--- src/rtl/nand_host_pkg.sv ---
package nand_host_pkg;

  // control register bit positions (software decodes these)
  localparam int CTL_W   = 5;
  localparam int CTL_CE  = 0;
  localparam int CTL_CLE = 1;
  localparam int CTL_ALE = 2;

  typedef enum logic [1:0] {ST_IDLE, ST_LOW, ST_HIGH} seqState_e;

  typedef enum logic [1:0] {RS_ZERO, RS_CTL, RS_STS, RS_DATA} rdSel_e;

  // strobes from control to datapath
  typedef struct packed {
    logic   ctlWrite;
    logic   launch;
    logic   launchRead;
    logic   capture;
    logic   statusRead;
    logic   ioDone;
    logic   ackLoad;
    rdSel_e rdSel;
    logic   active;
    logic   stbLow;
    logic   isRead;
  } hostStb_t;

endpackage

--- src/rtl/nand_host_ctrl.sv ---
module nand_host_ctrl
  import nand_host_pkg::*;
#(
  parameter int ADDR_W    = 12,
  parameter int LOW_CLKS  = 2,
  parameter int HIGH_CLKS = 2
) (
  input  logic              clk,
  input  logic              rstN,
  input  logic              busReq,
  input  logic              busWrite,
  input  logic [ADDR_W-1:0] busAddr,
  output logic              busAck,
  output hostStb_t          stb
);

  localparam int MAX_CLKS = (LOW_CLKS > HIGH_CLKS) ? LOW_CLKS : HIGH_CLKS;
  localparam int CNT_W    = $clog2(MAX_CLKS + 1);
  localparam logic [ADDR_W-1:0] WIN_SIZE = ADDR_W'(1) << (ADDR_W - 1);
  localparam logic [ADDR_W-1:0] CTL_OFS  = WIN_SIZE;
  localparam logic [ADDR_W-1:0] CMD_OFS  = WIN_SIZE + ADDR_W'(1);
  localparam logic [ADDR_W-1:0] STS_OFS  = WIN_SIZE + ADDR_W'(16);
  localparam logic [CNT_W-1:0]  LOW_LAST  = CNT_W'(LOW_CLKS - 1);
  localparam logic [CNT_W-1:0]  HIGH_LAST = CNT_W'(HIGH_CLKS - 1);

  seqState_e  state;
  logic [CNT_W-1:0] cnt;
  logic       isReadQ;
  logic       isCmdQ;
  logic       ackQ;

  logic accept, inWin, hitCtl, hitCmd, hitSts, lowEnd, highEnd;

  assign accept  = busReq && !ackQ;
  assign inWin   = (busAddr < WIN_SIZE);
  assign hitCtl  = (busAddr == CTL_OFS);
  assign hitCmd  = (busAddr == CMD_OFS);
  assign hitSts  = (busAddr == STS_OFS);
  assign lowEnd  = (state == ST_LOW)  && (cnt == LOW_LAST);
  assign highEnd = (state == ST_HIGH) && (cnt == HIGH_LAST);
  assign busAck  = ackQ;

  always_comb begin
    stb        = '0;
    stb.active = (state != ST_IDLE);
    stb.stbLow = (state == ST_LOW);
    stb.isRead = isReadQ;
    stb.capture = lowEnd && isReadQ;
    stb.ioDone  = highEnd && isCmdQ;
    if (accept) begin
      if (inWin) begin
        // data window: held until the sequencer is idle
        if (state == ST_IDLE) begin
          stb.launch     = 1'b1;
          stb.launchRead = !busWrite;
        end
      end else begin
        stb.ackLoad = 1'b1;
        if (hitCtl) begin
          stb.rdSel    = RS_CTL;
          stb.ctlWrite = busWrite;
        end else if (hitSts) begin
          stb.rdSel      = RS_STS;
          stb.statusRead = !busWrite;
        end else if (hitCmd && busWrite && state == ST_IDLE) begin
          stb.launch = 1'b1;
        end
      end
    end
    if (highEnd && !isCmdQ) begin
      stb.ackLoad = 1'b1;
      stb.rdSel   = RS_DATA;
    end
  end

  always_ff @(posedge clk or negedge rstN) begin
    if (!rstN) begin
      state   <= ST_IDLE;
      cnt     <= '0;
      isReadQ <= 1'b0;
      isCmdQ  <= 1'b0;
      ackQ    <= 1'b0;
    end else begin
      ackQ <= stb.ackLoad;
      unique case (state)
        ST_IDLE: begin
          if (stb.launch) begin
            state   <= ST_LOW;
            cnt     <= '0;
            isReadQ <= stb.launchRead;
            isCmdQ  <= !inWin;
          end
        end
        ST_LOW: begin
          if (lowEnd) begin
            state <= ST_HIGH;
            cnt   <= '0;
          end else begin
            cnt <= cnt + CNT_W'(1);
          end
        end
        ST_HIGH: begin
          if (highEnd) begin
            state   <= ST_IDLE;
            cnt     <= '0;
            isReadQ <= 1'b0;
            isCmdQ  <= 1'b0;
          end else begin
            cnt <= cnt + CNT_W'(1);
          end
        end
        default: state <= ST_IDLE;
      endcase
    end
  end

endmodule

--- src/rtl/nand_host_dp.sv ---
module nand_host_dp
  import nand_host_pkg::*;
#(
  parameter int DATA_W      = 8,
  parameter int SYNC_STAGES = 2
) (
  input  logic              clk,
  input  logic              rstN,
  input  hostStb_t          stb,
  input  logic [DATA_W-1:0] busWdata,
  input  logic [DATA_W-1:0] ioIn,
  input  logic              rbN,
  output logic [DATA_W-1:0] busRdata,
  output logic              ceN,
  output logic              cle,
  output logic              ale,
  output logic              weN,
  output logic              reN,
  output logic [DATA_W-1:0] ioOut,
  output logic              ioOe,
  output logic              busyFlag
);

  logic [CTL_W-1:0]  ctlReg;
  logic [DATA_W-1:0] outLatch;
  logic [DATA_W-1:0] inLatch;
  logic              cleLat, aleLat;
  logic              doneFlag;
  logic [SYNC_STAGES-1:0] syncQ;
  logic              flashReady;
  logic [DATA_W-1:0] ctlView, stsView, rdNext;

  // ready pin synchronizer
  for (genvar gi = 0; gi < SYNC_STAGES; gi++) begin : gSync
    always_ff @(posedge clk or negedge rstN) begin
      if (!rstN) syncQ[gi] <= 1'b0;
      else if (gi == 0) syncQ[gi] <= rbN;
      else syncQ[gi] <= syncQ[(gi == 0) ? 0 : gi - 1];
    end
  end
  assign flashReady = syncQ[SYNC_STAGES-1];

  always_ff @(posedge clk or negedge rstN) begin
    if (!rstN) begin
      ctlReg   <= CTL_W'(1);
      outLatch <= '0;
      inLatch  <= '0;
      cleLat   <= 1'b0;
      aleLat   <= 1'b0;
      doneFlag <= 1'b0;
      busRdata <= '0;
    end else begin
      if (stb.ctlWrite) ctlReg <= busWdata[CTL_W-1:0];
      if (stb.launch) begin
        outLatch <= busWdata;
        cleLat   <= ctlReg[CTL_CLE];
        aleLat   <= ctlReg[CTL_ALE];
      end
      if (stb.capture) inLatch <= ioIn;
      if (stb.ioDone) doneFlag <= 1'b1;
      else if (stb.statusRead) doneFlag <= 1'b0;
      if (stb.ackLoad) busRdata <= rdNext;
    end
  end

  assign ctlView = {{(DATA_W - CTL_W){1'b0}}, ctlReg};
  assign stsView = {{(DATA_W - 4){1'b0}}, flashReady, stb.active, doneFlag, 1'b0};

  always_comb begin
    unique case (stb.rdSel)
      RS_CTL:  rdNext = ctlView;
      RS_STS:  rdNext = stsView;
      RS_DATA: rdNext = stb.isRead ? (stb.capture ? ioIn : inLatch) : '0;
      default: rdNext = '0;
    endcase
  end

  assign busyFlag = stb.active;
  assign ceN   = ctlReg[CTL_CE];
  assign cle   = stb.active ? cleLat : ctlReg[CTL_CLE];
  assign ale   = stb.active ? aleLat : ctlReg[CTL_ALE];
  assign weN   = !(stb.stbLow && !stb.isRead);
  assign reN   = !(stb.stbLow && stb.isRead);
  assign ioOe  = stb.active && !stb.isRead;
  assign ioOut = outLatch;

endmodule

--- src/rtl/nand_host.sv ---
module nand_host
  import nand_host_pkg::*;
#(
  parameter int ADDR_W      = 12,
  parameter int DATA_W      = 8,
  parameter int LOW_CLKS    = 2,
  parameter int HIGH_CLKS   = 2,
  parameter int SYNC_STAGES = 2
) (
  input  logic              clk,
  input  logic              rstN,
  input  logic              busReq,
  input  logic              busWrite,
  input  logic [ADDR_W-1:0] busAddr,
  input  logic [DATA_W-1:0] busWdata,
  output logic [DATA_W-1:0] busRdata,
  output logic              busAck,
  output logic              ceN,
  output logic              cle,
  output logic              ale,
  output logic              weN,
  output logic              reN,
  output logic [DATA_W-1:0] ioOut,
  output logic              ioOe,
  input  logic [DATA_W-1:0] ioIn,
  input  logic              rbN
);

  hostStb_t stb;
  logic     busyFlag;

  nand_host_ctrl #(
    .ADDR_W(ADDR_W), .LOW_CLKS(LOW_CLKS), .HIGH_CLKS(HIGH_CLKS)
  ) uCtrl (
    .clk(clk), .rstN(rstN), .busReq(busReq), .busWrite(busWrite),
    .busAddr(busAddr), .busAck(busAck), .stb(stb)
  );

  nand_host_dp #(
    .DATA_W(DATA_W), .SYNC_STAGES(SYNC_STAGES)
  ) uDp (
    .clk(clk), .rstN(rstN), .stb(stb), .busWdata(busWdata), .ioIn(ioIn),
    .rbN(rbN), .busRdata(busRdata), .ceN(ceN), .cle(cle), .ale(ale),
    .weN(weN), .reN(reN), .ioOut(ioOut), .ioOe(ioOe), .busyFlag(busyFlag)
  );

endmodule

--- config.mk ---
export PLATFORM = sky130hd
export DESIGN_NAME = nand_host
export DESIGN_NICKNAME = d
export VERILOG_FILES = /design/src/rtl/nand_host_pkg.sv /design/src/rtl/nand_host_ctrl.sv /design/src/rtl/nand_host_dp.sv /design/src/rtl/nand_host.sv
export SDC_FILE = /design/constraint.sdc
export NUM_CORES = 1
export LEC_CHECK = 0
export BUFFER_PORTS_ARGS = -buffer_cell sky130_fd_sc_hd__buf_2
export CAP_MARGIN = 25
export CORE_MARGIN = 4
export CORE_UTILIZATION = 45
export CTS_BUF_LIST = sky130_fd_sc_hd__clkbuf_16
export CTS_CLUSTER_SIZE = 24
export DETAILED_ROUTE_END_ITERATION = 7
export PLACE_DENSITY = 0.71
export SETUP_SLACK_MARGIN = 0.1
export SLEW_MARGIN = 30
export SYNTH_ARGS = -nofsm -noshare
export SYNTH_HDL_FRONTEND = slang
export SYNTH_SLANG_ARGS = --single-unit
--- constraint.sdc ---
create_clock -name clk -period 2.2 [get_ports clk]
set_input_delay 0.44 -clock clk [delete_from_list [all_inputs] [get_ports clk]]
set_output_delay 0.44 -clock clk [all_outputs]
set_load 0.01 [all_outputs]
Word level (Yosys, flattened, before mapping). Cells that the tools add are included.

Register bits: 41. Word-level logic and storage cells: 92. Output and inout port bits: 23. Bits of input ports: 33.

Reductions and logical operators: 26. Magnitude comparators: 1. Eq/ne operators: 12. Add/sub/neg operators: 1. Muxes and demuxes: 38.

Operators with widths (count): == test 12 bit (second input constant) (3); one-hot mux 8 bit (3 select lines) (1); two-way mux 1 bit (18); two-way mux 2 bit (9); two-way mux 8 bit (2); less-than comparator 12 bit (second input constant) (1); two-way mux 3 bit (4); one-hot mux 2 bit (3 select lines) (2); logical AND 1 bit (11); logical NOT 1 bit (7); == test 2 x 1 -> 1 bit (second input constant) (3); == test 2 bit (second input constant) (3); AND reduction 3 bit (2); nonzero test 2 bit (3); != test 2 bit (second input constant) (2); one-hot mux 1 bit (2 select lines) (2); nonzero test 3 bit (1); adder 2 x 1 -> 2 bit (second input constant) (1); logical NOT 2 bit (1); != test 2 x 1 -> 1 bit (second input constant) (1); AND reduction 2 bit (1).

Depth between registers and ports, before layout. Gate-level depths: netlist of run 1.

Depth after elaboration: 10. Depth in mapped cells: 7. Gate-level depth less buffers: 6.

By module. A second synthesis of run 1 with hierarchy kept.

Cells, all modules: 166. Area total of the unflattened synthesis: 1951.9 sq um.

Modules (own cells, without submodules): nand_host_dp (cells each 97, area an instance 1367.6 sq um, seq. area each 852.1 sq um, times used 1); nand_host_ctrl (cells each 69, area an instance 584.3 sq um, seq. area each 175.2 sq um, times used 1).

Worst setup path before layout of run 1. No wires, ideal clock.

Kind: register -> register. Start: register uCtrl.state[0]. End: register uDp.outLatch[0], in the netlist uDp.ioOut[0]. Library setup time: 0.125 ns. Path slack: 0.368 ns. Buffers on the path: 1. Cell stages (with the launch flop): 8. Data arrival time: 1.707 ns. Period minus slack after synthesis: 1.832 ns. Path through: dfrtp_1 -> inv_1 -> ha_1 -> and4b_1 -> nand4_1 -> a21oi_2 -> buf_6 -> mux2_2.

Longest elaborated chain between the ends: 7. Elaborated cells between the ends (all ways): 8. Those cells by class: mux (6); reduce/logical (2).

Ends and longest elaborated chain: from (decl) (line nand_host_ctrl.sv:26) `seqState_e state;`; from (signal assigned) (line nand_host_ctrl.sv:78) `state <= ST_IDLE;`; from (signal assigned) (line nand_host_ctrl.sv:88) `state <= ST_LOW;`; from (signal assigned) (line nand_host_ctrl.sv:96) `state <= ST_HIGH;`; logical NOT 2 bit (*) (line nand_host_ctrl.sv:53, nand_host_ctrl.sv:65); logical AND 1 bit (line nand_host_ctrl.sv:65) `end else if (hitCmd && busWrite && state == ST_IDLE) begin`; two-way mux 1 bit (line nand_host_ctrl.sv:65); two-way mux 1 bit (line nand_host_ctrl.sv:62) `end else if (hitSts) begin`; two-way mux 1 bit (line nand_host_ctrl.sv:59) `if (hitCtl) begin`; two-way mux 1 bit (*) (line nand_host_ctrl.sv:51) `if (inWin) begin`; two-way mux 3 bit (*) (line nand_host_ctrl.sv:50) `if (accept) begin`; to (signal assigned) (line nand_host_dp.sv:55) `outLatch <= busWdata;`; to (decl) (line nand_host_dp.sv:25) `logic [DATA_W-1:0] outLatch;`.

Every way passes the cells marked *; elsewhere a longest branch is shown, timed or not. A chain may end at the register's enable or synchronous reset.

Worst setup path after layout of run 1.
Start: register uCtrl.state[0]. End: output port ale.

Longest elaborated chain between the ends: 2.

Ends and longest elaborated chain: nonzero test 2 bit (line nand_host_ctrl.sv:45) `stb.active = (state != ST_IDLE);`; two-way mux 1 bit (line nand_host_dp.sv:81) `assign ale = stb.active ? aleLat : ctlReg[CTL_ALE];`; to (decl) (line nand_host.sv:20) `output logic ale,`.

Every way passes these cells.

==> summary.md, run 1 <==
| Metric | Value |
|---|---|
| Status | `completed` |
| DRT Pass-1 Iters | `4` |
| Starting Density | `47.92%` |
| CTS Buffer Depth | `2` |
| CTS tree | `yes` |
| Die Wd | `74.20 um` |
| RR Startpoint | `uCtrl.state[0]$_DFFE_PN0P_` |
| Share of cells above drive strength 1 | `48.21%` |
| Per-cell routed wire length | `15.60 um` |
| Seq/Total Area, Yosys | `52.09%` |
| Hold Violations, Final | `0` |
| Peak Freq | `501.9 MHz` |
| Crit Path Category | `reg -> out` |
| Crit Path Max Fanout | `7` |
| Post-CTS Hold Buffers | `0` |
| Setup-failing EPs final | `0` |
| Worst Setup End Kind | `primary output` |
| Crit-path slowest cell | `dfrtp_1` |
| Synth Register Bits | `41` |
| Combinational share of power | `29.9%` |
| Post-synth top area cell | `dfrtp_1` |
| Reg power frac | `39.5%` |
| Worst slew pin tran | `0.7575 ns` |
| Vias | `1,478` |
| Area of the die | `5505 um2` |
| CTS buffer count | `5` |
| Mapped cell area | `1972 um2` |
| Syn-to-layout area delta | `28.11%` |
| Yosys cell types | `38` |
| Critical path's largest stage delay | `0.41 ns` |
| Die H | `74.20 um` |
| Routed Antenna Nets | `0` |
| Net Count, Synth | `193` |
| Max Cap Viol | `0` |
| R2r worst-path depth | `7` |
| Worst-skew pair later-pin latency | `0.28 ns` |
| Antenna diodes | `0` |
| Pwr dens | `1033 nW/um2` |
| Post-route setup TNS | `0 ns` |
| Row cnt | `23` |
| Synth Instances | `156` |
| R2r setup slk | `0.28 ns` |
| CTS Sinks | `41` |
| Max_slew headroom | `49.50%` |
| RSZ-0062 raised after global routing | `no` |
| FILL cells | `335` |
| GP Congestion | `0.8315` |
| P_leak | `0.001251 uW` |
| CTS root buf | `clkbuf_16` |
| Crit path time final | `1.992 ns` |
| CTS clock-pin slew for the worst setup and hold paths | `0.06 ns` |
| P_sw | `742.5 uW` |
| PortBufs | `55` |
| First-pass GRT wire length | `6.975 mm` |
| H-tree Lvls | `2` |
| Crit path DAT | `1.55 ns` |
| Design Power | `2608 uW` |
| Clk_skew | `0.004497 ns` |
| Initial DRC count | `67` |
| Largest net degree at the start of global routing | `42` |
| Most common cell after layout, fill and taps aside | `buf_2` |
| Clk pwr share | `30.6%` |
| Post-route DRC | `0` |
| Io pins | `56` |
| Dpl hpwl | `3.227 mm` |
| Final period utilization | `90.56%` |
| Synthesized area per cell | `12.64 um2` |
| Yosys top cell area share | `50.76%` |
| Congestion Overflow GR | `0` |
| Switching share of total power | `28.46%` |
| Post-Route WL | `4.275 mm` |
| All-Layer GR Usage | `16.91%` |
| Total core area | `4115 um2` |
| Vias in the first global route | `1,466` |
| Vias/cell | `5.394` |
| R2R Path End | `uDp.aleLat$_DFFE_PN0P_` |
| Critical path cell sequence | `inv_2 > ha_2 > buf_6 > mux2_2 > buf_2` |
| Synth area leaders | `dfrtp_1, mux2_2, mux2i_1, o21ai_0, ha_1` |
| Most frequent cells in the layout | `buf_2, dfrtp_1, mux2_2, o21ai_0, buf_4` |
| # nets final | `260` |
| Pint | `1866 uW` |
| Min-delay worst type | `in -> async` |
| Req. time, crit path | `1.76 ns` |
| Max IR drop VDD | `582.2 uV` |
| Antenna violations before repair | `0` |
| Final Slew Violations | `0` |
| YS warnings | `0` |
| Startpoint Class | `flip-flop` |
-- cells by family after synthesis --
family,share of synthesized area (%)
DFF,52.09
and+or+nand+nor,12.94
AOI/OAI and AO/OA,11.30
muxes,18.40
buffers and inverters,2.728
adders and majority gates,2.538
-- layout make-up --
type | instances | area, um2 | share of cell area [%]
Clock buffer | 5 | 125.1 | 4.953
Sequential cell | 41 | 1027 | 40.66
Inverter | 5 | 18.77 | 0.7429
Timing Repair Buffer | 66 | 361.6 | 14.31
Tap cell | 50 | 62.56 | 2.476
Multi-Input combinational cell | 104 | 893.4 | 35.36
Clock inverter | 3 | 37.54 | 1.486
-- repair_timing --
item | CTS | global route
buffers inserted | 0 | 3
endpoints found under the setup margin | 0 | 4
gates resized for setup | 0 | 4
-- critical path: cells and delay by family (launching register included) --
kind                       cells  cell delay, ns
DFF                            1            0.41
buffers and inverters          3            0.35
adders and majority gates      1            0.18
muxes                          1            0.33
-- power groups by stage --
stage	clock network [uW]	registers [uW]	logic [uW]
finish	798	1030	781
global placement	0	1040	730
global route	852	1060	865
CTS	815	1030	747
detailed placement	0	1040	743
floorplan	0	1070	436
-- through the flow --
| stage | utilization (%) | cells | setup WS, ns | instance area (um2) | hold slack [ns] |
|---|---|---|---|---|---|
| after detailed placement | 56.73 | 263 | 0.1839 | 2335 | 0.3424 |
| after global routing | 61.39 | 274 | 0.1289 | 2526 | 0.2619 |
| final | 61.39 | 274 | 0.2077 | 2526 | 0.2159 |
| after floorplan | - | 156 | 0.3682 | 1972 | 0.1444 |
| after CTS | 60.69 | 271 | 0.1083 | 2497 | 0.2373 |
| after global placement | 56.73 | 263 | 0.2299 | 2335 | 0.3328 |
-- worst max-delay path by stage --
stage / startpoint / to / slack, ns / cells after the start
final: uCtrl.state[0]$_DFFE_PN0P_ / ale / 0.21 / 5
after global routing: uCtrl.state[0]$_DFFE_PN0P_ / ale / 0.13 / 5
after CTS: uCtrl.state[0]$_DFFE_PN0P_ / ale / 0.11 / 5
after detailed placement: busAddr[1] / uDp.ioOut[4]$_DFFE_PN0P_ / 0.18 / 6
after global placement: busAddr[1] / uDp.ioOut[3]$_DFFE_PN0P_ / 0.23 / 6
after floorplan: uCtrl.state[0]$_DFFE_PN0P_ / uDp.ioOut[0]$_DFFE_PN0P_ / 0.37 / 7
-- Yosys cell counts (all sizes together) --
cell / n
a211oi: 1
a21oi: 5
a221oi: 2
a2bb2oi: 3
a31oi: 1
a32o: 3
a32oi: 2
and3: 2
and4: 1
and4b: 1
buf: 3
clkbuf: 3
dfrtp: 40
dfstp: 1
ha: 4
inv: 5
mux2: 26
mux2i: 7
nand2: 5
nand2b: 7
nand3: 1
nand4: 3
nand4b: 1
nor2: 4
nor2b: 2
nor3b: 3
nor4: 1
nor4b: 1
nor4bb: 1
o21a: 3
o21ai: 12
o22ai: 1
or2: 1
-- flip-flops by register name (all words and copies together), names as in the netlist, 2 cells and up --
| signal | count |
|---|---|
| uCtrl.cnt | 2 |
| uDp.ioOut | 8 |
| uDp.ctlReg | 5 |
| uDp.busRdata | 8 |
| uDp.inLatch | 8 |
| uCtrl.state | 2 |
-- per-layer routing --
layer	wire (um)	GRT usage (%)	vias up
li1	-	-	718
met1	1937	23.94	697
met2	1961	25.39	59
met3	337	4.459	4
met4	39	5.433	0
met5	0	0	-
No activity file was read; power rests on OpenSTA's default activity.
==> inputs of run 2 (changes only) <==
--- a/config.mk
+++ b/config.mk
@@ -12,7 +12,7 @@
 export CTS_BUF_LIST = sky130_fd_sc_hd__clkbuf_16
 export CTS_CLUSTER_SIZE = 24
 export DETAILED_ROUTE_END_ITERATION = 7
-export PLACE_DENSITY = 0.71
+export PLACE_DENSITY = 0.77
 export SETUP_SLACK_MARGIN = 0.1
 export SLEW_MARGIN = 30
 export SYNTH_ARGS = -nofsm -noshare
==> run 2 against run 1 <==
Effect of this change: combinational power down 4.7%; cell count up 0.73%; die area unchanged; core utilization up 0.33 points; critical path depth unchanged.
==> summary.md, run 2 (synthesis gave the netlist of run 1 again) <==
| Metric | Value |
|---|---|
| Status | `completed` |
| Syn-to-layout area delta | `28.81%` |
| Reg power frac | `40.5%` |
| R2R Path End | `uDp.cleLat$_DFFE_PN0P_` |
| Vias/cell | `5.446` |
| Hold Violations, Final | `0` |
| Initial DRC count | `62` |
| CTS buffer count | `5` |
| Most common cell after layout, fill and taps aside | `buf_2` |
| Worst Setup End Kind | `primary output` |
| Post-Route WL | `4.288 mm` |
| Most frequent cells in the layout | `buf_2, dfrtp_1, mux2_2, o21ai_0, buf_4` |
| RSZ-0062 raised after global routing | `no` |
| Crit Path Max Fanout | `8` |
| All-Layer GR Usage | `16.98%` |
| Max IR drop VDD | `603.7 uV` |
| Min-delay worst type | `in -> async` |
| Pre-CTS setup slack | `0.2168 ns` |
| Post-route setup TNS | `0 ns` |
| Antenna diodes | `0` |
| PortBufs | `55` |
| Row cnt | `23` |
| Startpoint Class | `flip-flop` |
| P_sw | `746.2 uW` |
| Vias in the first global route | `1,531` |
| Max_slew headroom | `54.10%` |
| Die Wd | `74.20 um` |
| GP Congestion | `0.9385` |
| CTS Buffer Depth | `2` |
| Family with the most delay on the worst path | `flip-flops` |
| H-tree Lvls | `2` |
| Starting Density | `47.92%` |
| Area of the die | `5505 um2` |
| Post-CTS Hold Buffers | `0` |
| Clk_skew | `0.005162 ns` |
| Final period utilization | `93.27%` |
| R2r worst-path depth | `7` |
| Congestion Overflow GR | `0` |
| Critical path's largest stage delay | `0.41 ns` |
| Pwr dens | `1025 nW/um2` |
| DRT Pass-1 Iters | `4` |
| Critical path buffer and inverter count | `3` |
| Total core area | `4115 um2` |
| Setup-failing EPs final | `0` |
| Critical path cell sequence | `inv_1 > ha_1 > buf_6 > mux2_2 > buf_2` |
| Crit-path slowest cell | `dfrtp_1` |
| Largest net degree at the start of global routing | `29` |
| CTS clock-pin slew for the worst setup and hold paths | `0.06 ns` |
| R2r setup slk | `0.21 ns` |
| # nets final | `262` |
| Worst-skew pair later-pin latency | `0.28 ns` |
| Vias | `1,503` |
| Clk pwr share | `31.0%` |
| Crit path time final | `2.052 ns` |
| RR Startpoint | `uCtrl.state[0]$_DFFE_PN0P_` |
| Crit path DAT | `1.61 ns` |
| CTS root buf | `clkbuf_16` |
| Per-cell routed wire length | `15.54 um` |
| WP depth | `5` |
| CTS Sinks | `41` |
| Routed Antenna Nets | `0` |
| Io pins | `56` |
| Worst slew pin tran | `0.6886 ns` |
| P_leak | `0.001263 uW` |
| CTS tree | `yes` |
| Req. time, crit path | `1.76 ns` |
| First-pass GRT wire length | `7.072 mm` |
| Peak Freq | `487.3 MHz` |
| Dpl hpwl | `3.321 mm` |
| Share of cells above drive strength 1 | `47.79%` |
| Post-route DRC | `0` |
| Crit Path Category | `reg -> out` |
| Antenna violations before repair | `0` |
| Die H | `74.20 um` |
| Pint | `1859 uW` |
| Final Slew Violations | `0` |
| Max Cap Viol | `0` |
| Switching share of total power | `28.65%` |
| Combinational share of power | `28.6%` |
| Worst Slack Setup Final | `0.1480 ns` |
[run 2: cell count changes in the layout (fill, tap and decap cells not counted)]
cell and delta:
ha_1 +1, clkinv_1 -1, ha_2 -1, inv_2 -2
inv_1 +2, buf_4 +2, clkinv_2 +1
[run 2: worst max-delay path by stage]
| stage | start | endpoint |
|---|---|---|
| 6_report | uCtrl.state[0]$_DFFE_PN0P_ | cle |
| 5_1_grt | uCtrl.state[0]$_DFFE_PN0P_ | cle |
| 4_1_cts | uCtrl.state[0]$_DFFE_PN0P_ | cle |
| 3_5_place_dp | busAddr[1] | uDp.cleLat$_DFFE_PN0P_ |
| 3_3_place_gp | busAddr[0] | uDp.ctlReg[1]$_DFFE_PN0P_ |
| 2_1_floorplan | uCtrl.state[0]$_DFFE_PN0P_ | uDp.ioOut[0]$_DFFE_PN0P_ |
[run 2: metal layers]
| metal | wire length, um | vias up | GRT usage (%) |
|---|---|---|---|
| met2 | 1913 | 64 | 25.49 |
| li1 | - | 715 | - |
| met4 | 71 | 0 | 7.847 |
| met3 | 377 | 7 | 4.054 |
| met1 | 1926 | 717 | 23.26 |
| met5 | 0 | - | 0 |
[run 2: area by class of cell]
cell class,instances,area [um2]
sequential,41,1027
inverter,5,18.77
tap,50,62.56
clock inverter,3,38.79
fill,333,1575
multi-input combinational,104,890.9
timing repair buffer,68,376.6
clock buffer,5,125.1
[run 2: timing repair]
| item | 4_1_cts | 5_1_grt |
|---|---|---|
| pin swaps | 0 | 0 |
| endpoints found under the setup margin | 1 | 2 |
| buffers inserted | 0 | 3 |
| gates resized for setup | 1 | 0 |
[run 2: metrics by stage]
step | utilization, % | power (uW) | instances | hold WS (ns) | instance area (um2)
finish | 61.72 | 2605 | 276 | 0.1630 | 2540
global route | 61.72 | 2749 | 276 | 0.2253 | 2540
CTS | 61.17 | 2599 | 273 | 0.1880 | 2517
detailed placement | 57.10 | 1777 | 265 | 0.3362 | 2350
global placement | 57.10 | 1754 | 265 | 0.3365 | 2350
floorplan | - | 1503 | 156 | 0.1444 | 1972
[run 2: power groups by stage]
stage	registers (uW)	clock network (uW)	logic [uW]
finish	1050	806	744
global route	1080	855	814
CTS	1060	825	716
detailed placement	1070	0	708
global placement	1060	0	692
floorplan	1070	0	436
==> inputs of run 3 (changes only) <==
--- a/config.mk
+++ b/config.mk
@@ -6,13 +6,12 @@
 export NUM_CORES = 1
 export LEC_CHECK = 0
 export BUFFER_PORTS_ARGS = -buffer_cell sky130_fd_sc_hd__buf_2
-export CAP_MARGIN = 25
-export CORE_MARGIN = 4
 export CORE_UTILIZATION = 45
 export CTS_BUF_LIST = sky130_fd_sc_hd__clkbuf_16
 export CTS_CLUSTER_SIZE = 24
 export DETAILED_ROUTE_END_ITERATION = 7
 export PLACE_DENSITY = 0.77
+export REMOVE_ABC_BUFFERS = 1
 export SETUP_SLACK_MARGIN = 0.1
 export SLEW_MARGIN = 30
 export SYNTH_ARGS = -nofsm -noshare
==> run 3 against run 2 <==
Effect of this change: first-iteration DRC count down 3.2%; wire length is 6.0% lower; core utilization hardly changed; critical path depth is the same; non-clock buffer count unchanged; highest routed layer unchanged; hold slack better by 0.0083 ns.
==> summary.md, run 3 (synthesis gave the netlist of run 1 again) <==
| Metric | Value |
|---|---|
| Max IR drop VDD | `521.6 uV` |
| H-tree Lvls | `2` |
| Total core area | `4115 um2` |
| Worst Setup End Kind | `primary output` |
| # nets final | `262` |
| Clk_skew | `0.008395 ns` |
| Routed Antenna Nets | `0` |
| R2r setup slk | `0.25 ns` |
| R2r worst-path depth | `7` |
| Starting Density | `47.92%` |
| Crit path time final | `2.026 ns` |
| Status | `completed` |
| Max_slew headroom | `54.40%` |
| GP Congestion | `0.8147` |
| CTS tree | `yes` |
| Critical path buffer and inverter count | `3` |
| Vias in the first global route | `1,330` |
| PortBufs | `55` |
| Dpl hpwl | `3.191 mm` |
| All-Layer GR Usage | `19.18%` |
| P_sw | `737.8 uW` |
| Initial DRC count | `60` |
| Crit Path Category | `reg -> out` |
| Pint | `1867 uW` |
| Sequential cell area | `1027 um2` |
| P_leak | `0.001261 uW` |
| DRT Pass-1 Iters | `4` |
| Pre-CTS setup slack | `0.1981 ns` |
| Die H | `68.20 um` |
| Family with the most delay on the worst path | `flip-flops` |
| RR Startpoint | `uCtrl.state[0]$_DFFE_PN0P_` |
| Final Slew Violations | `0` |
| CTS clock-pin slew for the worst setup and hold paths | `0.06 ns` |
| Switching share of total power | `28.32%` |
| Peak Freq | `493.5 MHz` |
| Crit Path Max Fanout | `7` |
| Worst-skew pair later-pin latency | `0.28 ns` |
| Vias | `1,472` |
| Hold Violations, Final | `0` |
| Row cnt | `23` |
| Critical path cell sequence | `inv_2 > ha_2 > buf_6 > mux2_2 > buf_2` |
| Most common cell after layout, fill and taps aside | `buf_2` |
| Crit path capture | `ale` |
| Worst Slack Setup Final | `0.1737 ns` |
| Crit path DAT | `1.59 ns` |
| CTS buffer count | `5` |
| CTS root buf | `clkbuf_16` |
| Per-cell routed wire length | `14.61 um` |
| Max Cap Viol | `0` |
| Final period utilization | `92.10%` |
| Syn-to-layout area delta | `28.87%` |
| DP Area | `2350 um2` |
| Die Wd | `68.20 um` |
| Congestion Overflow GR | `0` |
| Worst slew pin tran | `0.6840 ns` |
| Post-CTS Hold Buffers | `0` |
| Share of cells above drive strength 1 | `48.67%` |
| Post-route setup TNS | `0 ns` |
| Critical path launch point | `uCtrl.state[0]$_DFFE_PN0P_` |
| Area of the die | `4651 um2` |
| R2R Path End | `uDp.ioOut[2]$_DFFE_PN0P_` |
| Pwr dens | `1025 nW/um2` |
| Min-delay worst type | `in -> async` |
| Design Power | `2605 uW` |
| First-pass GRT wire length | `6.216 mm` |
| Critical path's largest stage delay | `0.41 ns` |
| Most frequent cells in the layout | `buf_2, dfrtp_1, mux2_2, o21ai_0, buf_4` |
| Reg power frac | `39.7%` |
| Setup-failing EPs final | `0` |
| Antenna diodes | `0` |
| CTS Buffer Depth | `2` |
| Post-Route WL | `4.032 mm` |
| FILL cells | `347` |
| Multi-input logic area | `893.4 um2` |
| WP depth | `5` |
| Largest net degree at the start of global routing | `29` |
| Req. time, crit path | `1.76 ns` |
| Final instance area | `2541 um2` |
| Io pins | `56` |
| Clk pwr share | `30.6%` |
| Combinational share of power | `29.7%` |
| Crit-path slowest cell | `dfrtp_1` |
| RSZ-0062 raised after global routing | `no` |
| Startpoint Class | `flip-flop` |
| Post-route DRC | `0` |
| Antenna violations before repair | `0` |
| Vias/cell | `5.333` |
| CTS Sinks | `41` |
[run 3: stage by stage]
stage | util, % | hold WS, ns | std cells
after floorplan | - | 0.1444 | 150
after global placement | 57.10 | 0.3350 | 265
after detailed placement | 57.10 | 0.3386 | 265
after CTS | 61.11 | 0.1904 | 273
after global routing | 61.75 | 0.2168 | 276
final | 61.75 | 0.1713 | 276
[run 3: worst min-delay path by stage]
stage	from	to	cells past startpoint
after floorplan	rstN	uCtrl.busAck$_DFF_PN0_	0
after global placement	uDp.syncQ[0]$_DFF_PN0_	uDp.flashReady$_DFF_PN0_	0
after detailed placement	uDp.syncQ[0]$_DFF_PN0_	uDp.flashReady$_DFF_PN0_	0
after CTS	rstN	uDp.inLatch[0]$_DFF_PN0_	1
after global routing	rstN	uDp.inLatch[5]$_DFF_PN0_	1
final	rstN	uDp.inLatch[0]$_DFF_PN0_	1
[run 3: final cells by class]
| cell class | instances | share of cell area, % |
|---|---|---|
| Clock inverter | 3 | 1.477 |
| Multi-Input combinational cell | 104 | 35.16 |
| Clock buffer | 5 | 4.924 |
| Tap cell | 50 | 2.462 |
| Sequential cell | 41 | 40.42 |
| Inverter | 5 | 0.7386 |
| Timing Repair Buffer | 68 | 14.82 |
[run 3: power by group through the flow]
stage          clock [uW]  sequential [uW]  combinational (uW)
2_1_floorplan           0             1080                 403
3_3_place_gp            0             1040                 733
3_5_place_dp            0             1050                 746
4_1_cts               811             1040                 752
5_1_grt               850             1060                 851
6_report              798             1030                 774
[run 3: worst register-to-register path, stage by stage (launching register included)]
cell and delay [ns]:
dfrtp_1 0.41, inv_2 0.09, ha_2 0.21, and4b_1 0.22, nand4_1 0.18, a21oi_2 0.16, buf_4 0.20, mux2_2 0.35
[run 3: routing by layer]
| layer | share of wire, % | vias up | wire [um] | global-route usage [%] |
|---|---|---|---|---|
| met4 | 1.0 | 0 | 41 | 7.031 |
| li1 | - | 722 | - | - |
| met3 | 5.2 | 5 | 209 | 5.833 |
| met1 | 48 | 694 | 1932 | 25.82 |
| met5 | 0 | - | 0 | 0 |
| met2 | 46 | 51 | 1848 | 28.92 |
[run 3: what timing repair did]
action / 4_1_cts / 5_1_grt
buffers inserted: 0 / 3
setup endpoints to repair: 2 / 14
gates resized for setup: 1 / 3
endpoints found under the hold margin: 0 / 0
